--- config.mk ---
export PLATFORM = sky130hd
export DESIGN_NAME = dct4x4_stream
export DESIGN_NICKNAME = d
export VERILOG_FILES = /design/src/rtl/dct4_pkg.sv /design/src/rtl/dct4_kernel.sv /design/src/rtl/dct4_seq.sv /design/src/rtl/dct4x4_stream.sv
export SDC_FILE = /design/constraint.sdc
export NUM_CORES = 1
export LEC_CHECK = 0
export ABC_CLOCK_PERIOD_IN_PS = 13100
export BUFFER_PORTS_ARGS = -buffer_cell sky130_fd_sc_hd__buf_2
export CAP_MARGIN = 20
export CORE_MARGIN = 3
export CORE_UTILIZATION = 40
export DETAILED_ROUTE_END_ITERATION = 10
export PLACE_DENSITY = 0.62
export SLEW_MARGIN = 20
export SYNTH_ARGS = -nofsm -noshare
export SYNTH_HDL_FRONTEND = slang
export SYNTH_HIERARCHICAL = 1
export SYNTH_SLANG_ARGS = --single-unit
--- constraint.sdc ---
create_clock -name clk -period 13.1 [get_ports clk]
set_clock_uncertainty 0.05 [all_clocks]
set_input_delay 1.31 -clock clk [delete_from_list [all_inputs] [get_ports clk]]
set_output_delay 1.31 -clock clk [all_outputs]
set_load 0.1 [all_outputs]
--- src/rtl/dct4_pkg.sv ---
`timescale 1ns/1ps
package dct4_pkg;
  // transform size and the bit growth of one butterfly pass (gain at most 6 < 2^3)
  localparam int DCT_N       = 4;
  localparam int PASS_GROWTH = 3;
  localparam int PH_W        = $clog2(DCT_N * DCT_N);
endpackage

--- src/rtl/dct4_kernel.sv ---
`timescale 1ns/1ps
// 4-point integer butterfly, rows [1 1 1 1] [2 1 -1 -2] [1 -1 -1 1] [1 -2 2 -1]
module dct4_kernel #(
  parameter int W_I = 12,
  parameter int W_O = 15
) (
  input  logic signed [W_I-1:0] x [4],
  output logic signed [W_O-1:0] y [4]
);
  logic signed [W_O-1:0] e [4];
  logic signed [W_O-1:0] s0, s1, d0, d1;

  always_comb begin
    for (int i = 0; i < 4; i++) e[i] = W_O'(x[i]);
    s0 = e[0] + e[3];
    s1 = e[1] + e[2];
    d0 = e[0] - e[3];
    d1 = e[1] - e[2];
    y[0] = s0 + s1;
    y[1] = (d0 <<< 1) + d1;
    y[2] = s0 - s1;
    y[3] = d0 - (d1 <<< 1);
  end
endmodule

--- src/rtl/dct4_seq.sv ---
`timescale 1ns/1ps
// step sequencer: 16-step block phase, real/empty block tracking, stream gating
module dct4_seq
  import dct4_pkg::*;
(
  input  logic            clk,
  input  logic            rst_n,
  input  logic            in_valid,
  input  logic            out_ready,
  input  logic            head_full,
  output logic            step,
  output logic            in_ready,
  output logic [PH_W-1:0] phase,
  output logic            tr_real
);
  logic ld_real;
  logic at_start, out_ok, adv;

  always_comb begin
    at_start = (phase == '0);
    out_ok   = !head_full || out_ready;
    if (at_start)     adv = in_valid || ld_real || tr_real;
    else if (ld_real) adv = in_valid;
    else              adv = 1'b1;
    step     = adv && out_ok;
    in_ready = out_ok && (at_start || ld_real);
  end

  always_ff @(posedge clk) begin
    if (!rst_n) begin
      phase   <= '0;
      ld_real <= 1'b0;
      tr_real <= 1'b0;
    end else if (step) begin
      phase <= phase + 1'b1;
      if (at_start) begin
        ld_real <= in_valid;
        tr_real <= ld_real;
      end
    end
  end
endmodule

--- src/rtl/dct4x4_stream.sv ---
`timescale 1ns/1ps
module dct4x4_stream
  import dct4_pkg::*;
#(
  parameter int W_IN = 8
) (
  input  logic                          clk,
  input  logic                          rst_n,
  input  logic                          in_valid,
  output logic                          in_ready,
  input  logic [W_IN-1:0]               in_data,
  output logic                          out_valid,
  input  logic                          out_ready,
  output logic signed [W_IN+2*PASS_GROWTH:0] out_data,
  output logic                          out_first
);
  localparam int N     = DCT_N;
  localparam int W_MID = W_IN + 1 + PASS_GROWTH;
  localparam int W_OUT = W_MID + PASS_GROWTH;

  logic            step, tr_real;
  logic [PH_W-1:0] phase;
  logic            blk_edge, col_op, row_op;

  logic [W_IN-1:0]         dsr [N];       // input column shift register
  logic signed [W_MID-1:0] tb  [N][N];    // transposition file, [column][element]
  logic signed [W_OUT-1:0] osr [N];       // output shift chain
  logic [N-1:0]            ovl, ofl;      // per-stage valid and block-start flags

  logic signed [W_MID-1:0] kx [N];
  logic signed [W_OUT-1:0] ky [N];
  logic signed [W_MID-1:0] ky_mid [N];

  dct4_seq u_seq (
    .clk       (clk),
    .rst_n     (rst_n),
    .in_valid  (in_valid),
    .out_ready (out_ready),
    .head_full (ovl[0]),
    .step      (step),
    .in_ready  (in_ready),
    .phase     (phase),
    .tr_real   (tr_real)
  );

  assign blk_edge = (phase == '0);
  assign col_op   = (phase[1:0] == 2'd0);
  assign row_op   = (phase[1:0] == 2'd1);

  // shared kernel: column pass on the loaded column, row pass on the head buffer column
  always_comb begin
    for (int i = 0; i < N; i++) begin
      if (row_op) kx[i] = tb[0][i];
      else        kx[i] = signed'({{(W_MID-W_IN){1'b0}}, dsr[N-1-i]});
    end
  end

  dct4_kernel #(.W_I(W_MID), .W_O(W_OUT)) u_kernel (.x(kx), .y(ky));

  generate
    for (genvar g = 0; g < N; g++) begin : g_trunc
      assign ky_mid[g] = ky[g][W_MID-1:0];
    end
  endgenerate

  always_ff @(posedge clk) begin
    if (step) begin
      dsr[0] <= in_data;
      for (int i = 1; i < N; i++) dsr[i] <= dsr[i-1];

      if (blk_edge) begin
        // final column store fused with the transpose
        for (int i = 0; i < N; i++) begin
          for (int j = 0; j < N-1; j++) tb[i][j] <= tb[j+1][i];
          tb[i][N-1] <= ky_mid[i];
        end
      end else if (col_op) begin
        for (int c = 0; c < N-1; c++) tb[c] <= tb[c+1];
        tb[N-1] <= ky_mid;
      end

      if (row_op) begin
        osr <= ky;
      end else begin
        for (int i = 0; i < N-1; i++) osr[i] <= osr[i+1];
      end
    end
  end

  always_ff @(posedge clk) begin
    if (!rst_n) begin
      ovl <= '0;
      ofl <= '0;
    end else if (step) begin
      if (row_op) begin
        ovl <= {N{tr_real}};
        ofl <= {{(N-1){1'b0}}, tr_real && (phase == PH_W'(1))};
      end else begin
        ovl <= {1'b0, ovl[N-1:1]};
        ofl <= {1'b0, ofl[N-1:1]};
      end
    end else if (ovl[0] && out_ready) begin
      ovl[0] <= 1'b0;
      ofl[0] <= 1'b0;
    end
  end

  assign out_valid = ovl[0];
  assign out_first = ofl[0];
  assign out_data  = osr[0];
endmodule

==> results of run 1 <==
==> cells in the mapped netlist, types with 3 or more instances <==
cell	instances	area [um2]
edfxtp_1	284	8528
nand2_1	265	994.7
ha_1	101	1264
inv_1	95	356.6
mux2_2	85	957.2
a22o_1	60	525.5
xnor2_1	59	516.8
a21oi_1	49	245.2
clkbuf_1	46	172.7
nor2_1	46	172.7
and2_1	44	275.3
o21ai_0	26	130.1
nor2b_1	21	131.4
xor2_1	21	183.9
buf_4	19	142.6
nand2b_1	18	112.6
o21bai_1	18	135.1
dfxtp_1	11	220.2
nand3_1	11	55.05
nor3_1	11	55.05
buf_6	10	112.6
a21boi_0	8	60.06
a21o_1	8	60.06
buf_2	8	40.04
fa_1	8	160.2
o21a_1	8	60.06
buf_8	7	105.1
o31a_1	7	61.31
or3_1	7	43.79
a221oi_1	6	52.55
a31oi_1	5	31.28
o311ai_0	5	43.79
a211oi_1	4	30.03
and3_1	4	25.02
mux2i_1	4	40.04
nor3b_1	4	30.03
o211ai_1	4	30.03
o41ai_1	4	35.03
a2111oi_0	3	26.28
nand3b_1	3	22.52
nand4_1	3	18.77
o21ba_2	3	30.03
or4_1	3	22.52
==> stage by stage <==
step	setup slack [ns]	cell area (um2)	std cells
5_1_grt	6.726	18260	2000
6_report	7.158	18260	2000
3_3_place_gp	7.331	17200	1942
4_1_cts	7.186	18260	2000
2_1_floorplan	3.489	16860	1462
3_5_place_dp	7.209	17200	1942
==> cell families after synthesis <==
kind of cell | synth area share
muxes | 0.06002
AOI/OAI and AO/OA | 0.1120
buffers and inverters | 0.05557
adders and majority gates | 0.08443
DFF | 0.5188
and+or+nand+nor | 0.1227
xor gates and xnor gates | 0.04645
==> worst max-delay path by stage <==
stage,slack [ns],to,from,cells after the start
final,7.16,tb[0][167]$_DFFE_PP_,u_seq/phase[0]$_SDFFE_PN0P_,21
after global routing,6.73,tb[0][167]$_DFFE_PP_,u_seq/phase[0]$_SDFFE_PN0P_,20
after CTS,7.19,tb[0][167]$_DFFE_PP_,u_seq/phase[0]$_SDFFE_PN0P_,21
after floorplan,3.49,tb[0][111]$_DFFE_PP_,in_valid,6
after detailed placement,7.21,tb[0][167]$_DFFE_PP_,u_seq/phase[0]$_SDFFE_PN0P_,21
after global placement,7.33,tb[0][34]$_DFFE_PP_,in_valid,9
==> critical path, cell delays in order (launching register included) <==
cell and delay [ns]:
dfxtp_1 0.58, nor2b_4 0.50, buf_4 0.43, nand2_1 0.12
nand2_1 0.10, ha_1 0.15, inv_1 0.05, fa_1 0.40
o21bai_1 0.15, a21oi_1 0.12, o21bai_1 0.17, a21o_1 0.18
a21oi_1 0.07, o21bai_1 0.21, xnor2_1 0.13, ha_1 0.53
nor3_1 0.11, a2111oi_0 0.74, o21bai_1 0.12, a21oi_1 0.33
xor2_1 0.20, a22o_1 0.24
==> placed cells by master (no fill, tap or decap), types with 5 or more instances in the layout <==
| cell type | netlist | final |
|---|---|---|
| buf_4 | 19 | 10 |
| a21o_1 | 8 | 8 |
| xnor2_1 | 59 | 59 |
| and2_1 | 44 | 44 |
| ha_1 | 101 | 101 |
| nand3_1 | 11 | 11 |
| nand2_1 | 265 | 265 |
| dfxtp_1 | 11 | 11 |
| a21oi_1 | 49 | 49 |
| o31a_1 | 7 | 7 |
| a221oi_1 | 6 | 6 |
| xor2_1 | 21 | 21 |
| a22o_1 | 60 | 60 |
| a31oi_1 | 5 | 5 |
| edfxtp_1 | 284 | 284 |
| fa_1 | 8 | 8 |
| nand2b_1 | 18 | 17 |
| a21boi_0 | 8 | 8 |
| inv_1 | 95 | 95 |
| nor2b_1 | 21 | 20 |
| clkinv_2 | 0 | 5 |
| o311ai_0 | 5 | 5 |
| mux2_2 | 85 | 85 |
| nor3_1 | 11 | 11 |
| o21a_1 | 8 | 7 |
| clkinv_1 | 0 | 7 |
| o21bai_1 | 18 | 18 |
| buf_2 | 8 | 29 |
| clkbuf_16 | 0 | 35 |
| nor2_1 | 46 | 46 |
| clkbuf_1 | 46 | 6 |
| o21ai_0 | 26 | 26 |
| or3_1 | 7 | 7 |
==> registers in the layout (all words and copies together) (netlist names) <==
name           cells
u_seq/phase        4
out_data          15
u_seq/tr_real      1
ofl                1
dsr               32
osr               45
ovl                4
tb               192
u_seq/ld_real      1
==> routing by layer <==
layer | routed length [um] | GRT usage | part of all wire | vias to the layer above
li1 | - | - | - | 5141
met1 | 17820 | 0.2436 | 0.50 | 5140
met2 | 15500 | 0.2419 | 0.43 | 188
met3 | 1700 | 0.02638 | 0.048 | 45
met4 | 697 | 0.04342 | 0.020 | 0
met5 | 0 | 0 | 0 | -
==> cell type report <==
class,count,area (um2)
fillers,3763,22950
multi-input cells,980,7204
well taps,532,665.6
repair buffers,39,220.2
clock buffers,41,898.4
flip-flops and latches,295,8748
clock inverters,17,158.9
inverters,96,360.3
==> impl_metrics.toml, run 1 <==
[outcome]
status = "finished clean"

[worst_hold_path]
worstHoldStart = "tb[0][131]$_DFFE_PP_"
min_to = "tb[0][83]$_DFFE_PP_"
holdCritPathClass = "register to register"
min_path_cells = 0

[clocking]
clockRootBuffer = "clkbuf_16"
cts_resized = 0
cts-hold-fix-buffers = 0
clockBufferDepth = 3
numClockSinks = 295
cts_setup_buffers = 0
cts_tree = "yes"
insertion_delay_ns = 0.52
cts.clk_slew.worst_paths_ns = 0.06
cts_max_level = 2
cts_buffers = 34

[logic_synthesis]
synth_edf_count = 284
async_flop_share = 0
syn_nets = 1583
synth_ff_type = "edfxtp_1"
yosys_warnings = 6
netlist_instances = 1462
synth_area_mm2 = 0.01686
synth_area_per_cell_um2 = 11.53
ys_seq_area_frac = 0.5188
synth_seq_cells = 295
synth_cell_types = 81

[floorplan]
die_y_um = 211.3
io_pins = 30
core_mm2 = 0.04120
start_util = 0.4093
dieArea_mm2 = 0.04466
rows = 74
die_x_um = 211.3

[place]
post-dp-hpwl_um = 24390
io_buffers = 29
place.gp.congestion = 0.8519

[global_route]
grt_max_degree = 81
antenna_found_initial = 0
grt_use_total = 0.1613
grt-ovfl-total = 0
grt_pass1_wl_um = 56370
grt_pass1_vias = 10260

[timing]
hold_slack_ns = 0.3659
setup_viol = 0
relSlewSlack = 0.3593
finalSetupTns_ns = 0
fmax_ghz = 0.1683
finalCriticalPeriod_ns = 5.942
tightestPinTransition_ns = 0.9611
min_period_over_period = 0.4536
hold_viol_final = 0
finalMaxSlewViolations = 0
rsz0062_at_grt = "false"

[final_layout]
drive_gt1_frac = 0.1356
fin_util = 0.4431
fin_nets = 1567
num_antenna_cells = 0
syn_to_final_growth_pct = 8.258

[run]
maxCapViolations = 0

[detailed_routing]
num_vias = 10510
drt_iter0_drc = 701
routedWlPerCell_um = 17.86
drtAntennaViolNets = 0
finalWirelength_um = 35720
route.detailed.drc = 0
firstDrtPassIters = 5
via_per_inst = 5.257

[setup_path]
r2r_start = "u_seq/phase[0]$_SDFFE_PN0P_"
required_ns = 13.31
crit_arrival_ns = 6.15
reg2reg_setup_slack_ns = 7.16
r2r_cells = 21
critical_path_peak_fanout = 36
regToRegEndpoint = "tb[0][167]$_DFFE_PP_"
critPathKind = "register to register"
critPathCaptureType = "register"
worstSetupStartpointType = "register"
Power of run 1 is not shown: default switching activity piles up to over one toggle a cycle in this logic, so the estimate is an artifact.
==> run 2: changes to the inputs <==
ABC_CLOCK_PERIOD_IN_PS = 5400   (was 13100)
PLACE_DENSITY = 0.64   (was 0.62)
clock period = 5.4 ns   (was 13.1 ns; I/O delays follow)
==> run 2 against run 1 <==
Against the previous run:
- via count is 1.9% higher
- die area unchanged
- routed wire length rose by 2.5%
- register-to-register slack worse by 6.7 ns
- clock-buffer cell count is 5 lower
- setup slack worse by 6.7 ns
- highest routed layer unchanged
- global-route usage up 0.26 points
- first-iteration DRC count up 31%
- critical path depth rose by 2
- fmax increased by 19%
- largest cell class unchanged
==> impl_metrics.toml, run 2 (same netlist as run 1, synthesis figures left out) <==
[outcome]
status = "finished clean"

[run]
maxCapViolations = 0

[timing]
finalSetupTns_ns = 0
fmax_ghz = 0.2006
relSlewSlack = 0.4179
hold_viol_final = 0
min_period_over_period = 0.9232
setup_viol = 0
rsz0062_at_grt = "false"
finalCriticalPeriod_ns = 4.985
tightestPinTransition_ns = 0.8732
finalMaxSlewViolations = 0

[final_layout]
reg_top3 = "tb x192, osr x45, dsr x32"
fin_nets = 1585
num_antenna_cells = 0
layout_commonest_cell = "edfxtp_1"
syn_to_final_growth_pct = 9.341
largest_register_ffs = 192
largest-register = "tb"
drive_gt1_frac = 0.1528
final_cell_mix = "edfxtp_1, nand2_1, ha_1, inv_1, mux2_2"

[global_route]
grt_max_degree = 156
grt_pass1_wl_um = 57740
grt_pass1_vias = 10580
grt_use_total = 0.1640
antenna_found_initial = 0
grt-ovfl-total = 0

[place]
io_buffers = 29
place.gp.congestion = 0.9342
post-dp-hpwl_um = 25190

[detailed_routing]
drt_iter0_drc = 915
finalWirelength_um = 36620
routedWlPerCell_um = 18.15
drtAntennaViolNets = 0
num_vias = 10710
via_per_inst = 5.308
firstDrtPassIters = 5
route.detailed.drc = 0

[setup_path]
path_depth = 23
path_cells = "nor2b_4 > buf_12 > buf_4 > nand2_1 > nand2_1 > inv_1 > ha_1 > inv_1 > a21oi_1 > o21bai_1 > a21oi_1 > o21ba_2 > nor2_1 > nor2_1 > xor2_1 > ha_1 > nor3_1 > a2111oi_1 > buf_4 > o21bai_1 > a21oi_2 > xor2_2 > a22o_1"
worstSetupStartpointType = "register"
cp_slowest_cell = "a2111oi_1"
critPathKind = "register to register"
critical_path_peak_fanout = 9
cp_top_family = "compound AO/OA/AOI/OAI gates"
critPathCaptureType = "register"
crit_arrival_ns = 5.20
path_buf_inv = 5
cp_slowest_stage_delay_ns = 0.50
r2r_cells = 23
required_ns = 5.62

[floorplan]
dieArea_mm2 = 0.04466
die_y_um = 211.3
die_x_um = 211.3
io_pins = 30
start_util = 0.4093
rows = 74
core_mm2 = 0.04120

[clocking]
cts_tree = "yes"
clockBufferDepth = 3
cts_buffers = 34
cts_max_level = 2
clockRootBuffer = "clkbuf_16"
insertion_delay_ns = 0.54
cts-hold-fix-buffers = 0
numClockSinks = 295
cts.clk_slew.worst_paths_ns = 0.06

[worst_hold_path]
holdCritPathClass = "input pin to register"
min_path_cells = 1
-- run 2: changes by cell type in the layout (fill, tap and decap cells not counted), moves of 3 or more --
cell	previous run	this run
buf_12	0	3
buf_4	10	24
clkbuf_1	6	2
clkinv_2	5	8
-- run 2: area by class of cell --
cell class,count,area (um2)
repair buffers,57,396.6
flip-flops and latches,295,8751
well taps,532,665.6
clock inverters,22,185.2
fillers,3720,22760
clock buffers,36,858.3
inverters,96,360.3
multi-input cells,980,7222
-- run 2: stage by stage --
stage | cells | utilization | instance area (um2) | setup WS (ns) | hold slack (ns)
after floorplan | 1462 | - | 16870 | 0.3523 | 0.3503
after global placement | 1957 | 0.4208 | 17340 | 0.1521 | 0.3515
after detailed placement | 1957 | 0.4208 | 17340 | 0.1034 | 0.3545
after CTS | 2015 | 0.4461 | 18380 | 0.01705 | 0.1163
after global routing | 2018 | 0.4475 | 18440 | 0.02007 | 0.1202
final | 2018 | 0.4475 | 18440 | 0.4148 | 0.1374
-- run 2: what timing repair did --
item,CTS,global route
setup buffers,0,3
gates resized for setup,0,6
setup endpoints to repair,0,25
-- run 2: worst reg2reg max path: cells and delay by family (launching register included) --
kind	cells	cell delay [ns]
AO/OA/AOI/OAI	8	1.84
XOR/XNOR	2	0.27
adder cells (fa/ha/maj)	2	0.80
buffers and inverters	5	0.61
flip-flops	1	0.47
AND/OR/NAND/NOR	6	0.69
-- run 2: path summary, 6_finish.rpt --
path,start,end,slack [ns]
worst max-delay path,u_seq/phase[0]$_SDFFE_PN0P_,tb[0][167]$_DFFE_PP_,0.41
worst min-delay path,in_data[2],dsr[0][2]$_DFFE_PP_,0.14
worst max register to register,u_seq/phase[0]$_SDFFE_PN0P_,tb[0][167]$_DFFE_PP_,0.41
worst min register to register,tb[0][84]$_DFFE_PP_,tb[0][36]$_DFFE_PP_,0.37
-- run 2: layer usage --
metal,global-route usage,part of all wire,vias up
met5,0,0,-
met4,0.04827,0.022,0
met3,0.02816,0.053,52
met2,0.2530,0.45,243
met1,0.2388,0.48,5247
li1,-,-,5169
Power of run 2 is left out for the same reason.
==> run 3: changes to the inputs <==
ABC_AREA = 1   (was unset)
CORE_MARGIN = 10   (was 3)
SLEW_MARGIN = unset   (was 20)
==> run 3 against run 2 <==
Against the previous run:
- via count increased by 24%
- clock-buffer cell count increased by 5
- cell area increased by 5.3%
- register-to-register slack got worse by 0.11 ns
- core utilization decreased by 0.85 points
- synthesized cell count increased by 39%
- global-route usage increased by 0.14 points
- first-iteration DRC count increased by 33%
- final cell count increased by 30%
- non-clock buffer count decreased by 11
==> impl_metrics.toml, run 3 <==
[floorplan]
die_y_um = 231.6
start_util = 0.4052
dieArea_mm2 = 0.05366
io_pins = 30
rows = 77
die_x_um = 231.6
core_mm2 = 0.04422

[logic_synthesis]
yosys_warnings = 6
async_flop_share = 0
synth_area_mm2 = 0.01792
synth_ff_type = "edfxtp_1"
synthTopCellsByCount = "nand2_1, edfxtp_1, inv_1"
ys_seq_area_frac = 0.4883
synth_area_per_cell_um2 = 8.787
synth_cell_types = 49
netlist_instances = 2039
synth_seq_cells = 295
synth_edf_count = 284
netlist.area_leader.share = 0.4760
synth_most_common_cell = "nand2_1"
yosys-top-cells-area = "edfxtp_1, nand2_1, ha_1, inv_1, nand3_1"
yosys.area.top_type = "edfxtp_1"
syn_nets = 2160

[final_layout]
final_cell_mix = "nand2_1, edfxtp_1, inv_1, nand3_1"
largest-register = "tb"
n_fill_cell = 4241
design_area_mm2 = 0.01941
fin_nets = 2128
fin_cells = 2622
num_antenna_cells = 0
syn_to_final_growth_pct = 8.352
largest_register_ffs = 192
drive_gt1_frac = 0.1010
reg_top3 = "tb x192, osr x45, dsr x32"
layout_commonest_cell = "nand2_1"

[timing]
finalSetupTns_ns = 0
relSlewSlack = 0.3425
min_period_over_period = 0.9442
hold_viol_final = 0
setup_viol = 0
rsz0062_at_grt = "false"
fmax_ghz = 0.1961
tightestPinTransition_ns = 0.9862
finalCriticalPeriod_ns = 5.099
finalMaxSlewViolations = 0

[clocking]
cts_buffers = 34
clockRootBuffer = "clkbuf_16"
cts_setup_buffers = 0
cts_max_level = 2
cts.clk_slew.worst_paths_ns = 0.07
cts_tree = "yes"
insertion_delay_ns = 0.54
numClockSinks = 295
clockBufferDepth = 3

[place]
place.gp.congestion = 0.9121
place_area_mm2 = 0.01829
post-dp-hpwl_um = 32200
io_buffers = 29
dp_cells = 2561

[setup_path]
crit_top_cell = "nand2_1"
required_ns = 5.65
worstSetupStartpointType = "register"
cp_slowest_cell = "dfxtp_1"
critical_path_peak_fanout = 42
path_cells = "inv_2 > nor2_4 > buf_12 > nand2_1 > nand2_1 > ha_1 > inv_1 > fa_1 > o31ai_2 > a31oi_1 > o21ai_1 > xor2_1 > inv_1 > ha_1 > nor2_1 > inv_1 > nor2_1 > nand4_1 > o2111ai_1 > nand2_1 > a22o_1 > nand2_1 > nand2_1"
crit_arrival_ns = 5.34
critPathCaptureType = "register"
cp_slowest_stage_delay_ns = 0.49
critPathKind = "register to register"

[global_route]
grt_max_degree = 190
grt_pass1_wl_um = 69680
grt_use_total = 0.1653
grt-ovfl-total = 0
antenna_found_initial = 0
use_met2 = 0.2508
grt_pass1_vias = 12420
gr-usage-met1 = 0.2374
top_usage_layer = "met2"
met3_usage = 0.03017

[run]
maxCapViolations = 0

[outcome]
status = "finished clean"

[worst_hold_path]
holdCritPathClass = "input pin to register"

[detailed_routing]
finalWirelength_um = 45070
drt_iter0_drc = 1216
routedWlPerCell_um = 17.19
drtAntennaViolNets = 0
via_per_inst = 5.055
firstDrtPassIters = 6
route.detailed.drc = 0
num_vias = 13250
==> run 3: changes by cell type in the layout (fill, tap and decap cells not counted), moves of 43 or more <==
cell	before	now
and2_1	44	1
o21ai_0	26	71
mux2_2	85	0
nand2_1	265	627
nor2_1	46	101
xnor2_1	59	12
inv_1	95	244
nand3_1	11	150
a22o_1	60	2
==> run 3: repair_timing <==
| action | CTS | global route |
|---|---|---|
| hold buffers | 0 | 0 |
| gates resized for setup | 0 | 1 |
| setup endpoints to repair | 0 | 1 |
==> run 3: critical path: cells and delay by family (launching register included) <==
family | cells | cell delay [ns]
adder cells (fa/ha/maj) | 3 | 0.95
buffers and inverters | 5 | 0.54
AND/OR/NAND/NOR | 9 | 1.03
XOR/XNOR | 1 | 0.29
AO/OA/AOI/OAI | 5 | 1.47
flip-flops | 1 | 0.49
==> run 3: final timing paths <==
| kind | startpoint | endpoint | slack, ns | cells after the start |
|---|---|---|---|---|
| worst max-delay path | u_seq/phase[0]$_SDFFE_PN0P_ | osr[29]$_DFFE_PP_ | 0.30 | 23 |
| worst min-delay path | in_data[5] | dsr[0][5]$_DFFE_PP_ | 0.13 | 1 |
| worst max register to register | u_seq/phase[0]$_SDFFE_PN0P_ | osr[29]$_DFFE_PP_ | 0.30 | 23 |
| worst min register to register | tb[0][86]$_DFFE_PP_ | tb[0][38]$_DFFE_PP_ | 0.37 | 0 |
==> run 3: stage by stage <==
| step | setup WS [ns] | hold WS (ns) | utilization |
|---|---|---|---|
| after floorplan | 0.2520 | 0.3503 | - |
| after global placement | 0.2674 | 0.3512 | 0.4136 |
| after detailed placement | 0.3420 | 0.3545 | 0.4136 |
| after CTS | 0.3095 | 0.1021 | 0.4378 |
| after global routing | 0.008535 | 0.1091 | 0.4390 |
| final | 0.3012 | 0.1302 | 0.4390 |
==> run 3: logic make-up after synthesis <==
| family | synth area share |
|---|---|
| xor+xnor | 0.03603 |
| simple gates | 0.2355 |
| flops | 0.4883 |
| compound gates | 0.06802 |
| buf+inv | 0.09267 |
| fa+ha+maj | 0.07947 |
==> run 3: final cells by class <==
cell class	count	area, um2	share of cell area
Multi-Input combinational cell	1373	7531	0.3879
Inverter	257	975.9	0.05027
Clock inverter	18	168.9	0.008701
Clock buffer	41	898.4	0.04627
Sequential cell	295	8748	0.4506
Tap cell	592	740.7	0.03815
Timing Repair Buffer	46	350.3	0.01805
==> run 3: routing by layer <==
metal  share of wire  up-vias
met5               0        -
met2            0.44      359
met3           0.063       54
met1            0.47     6309
met4           0.021        0
li1                -     6531
Power of run 3 is left out for the same reason.
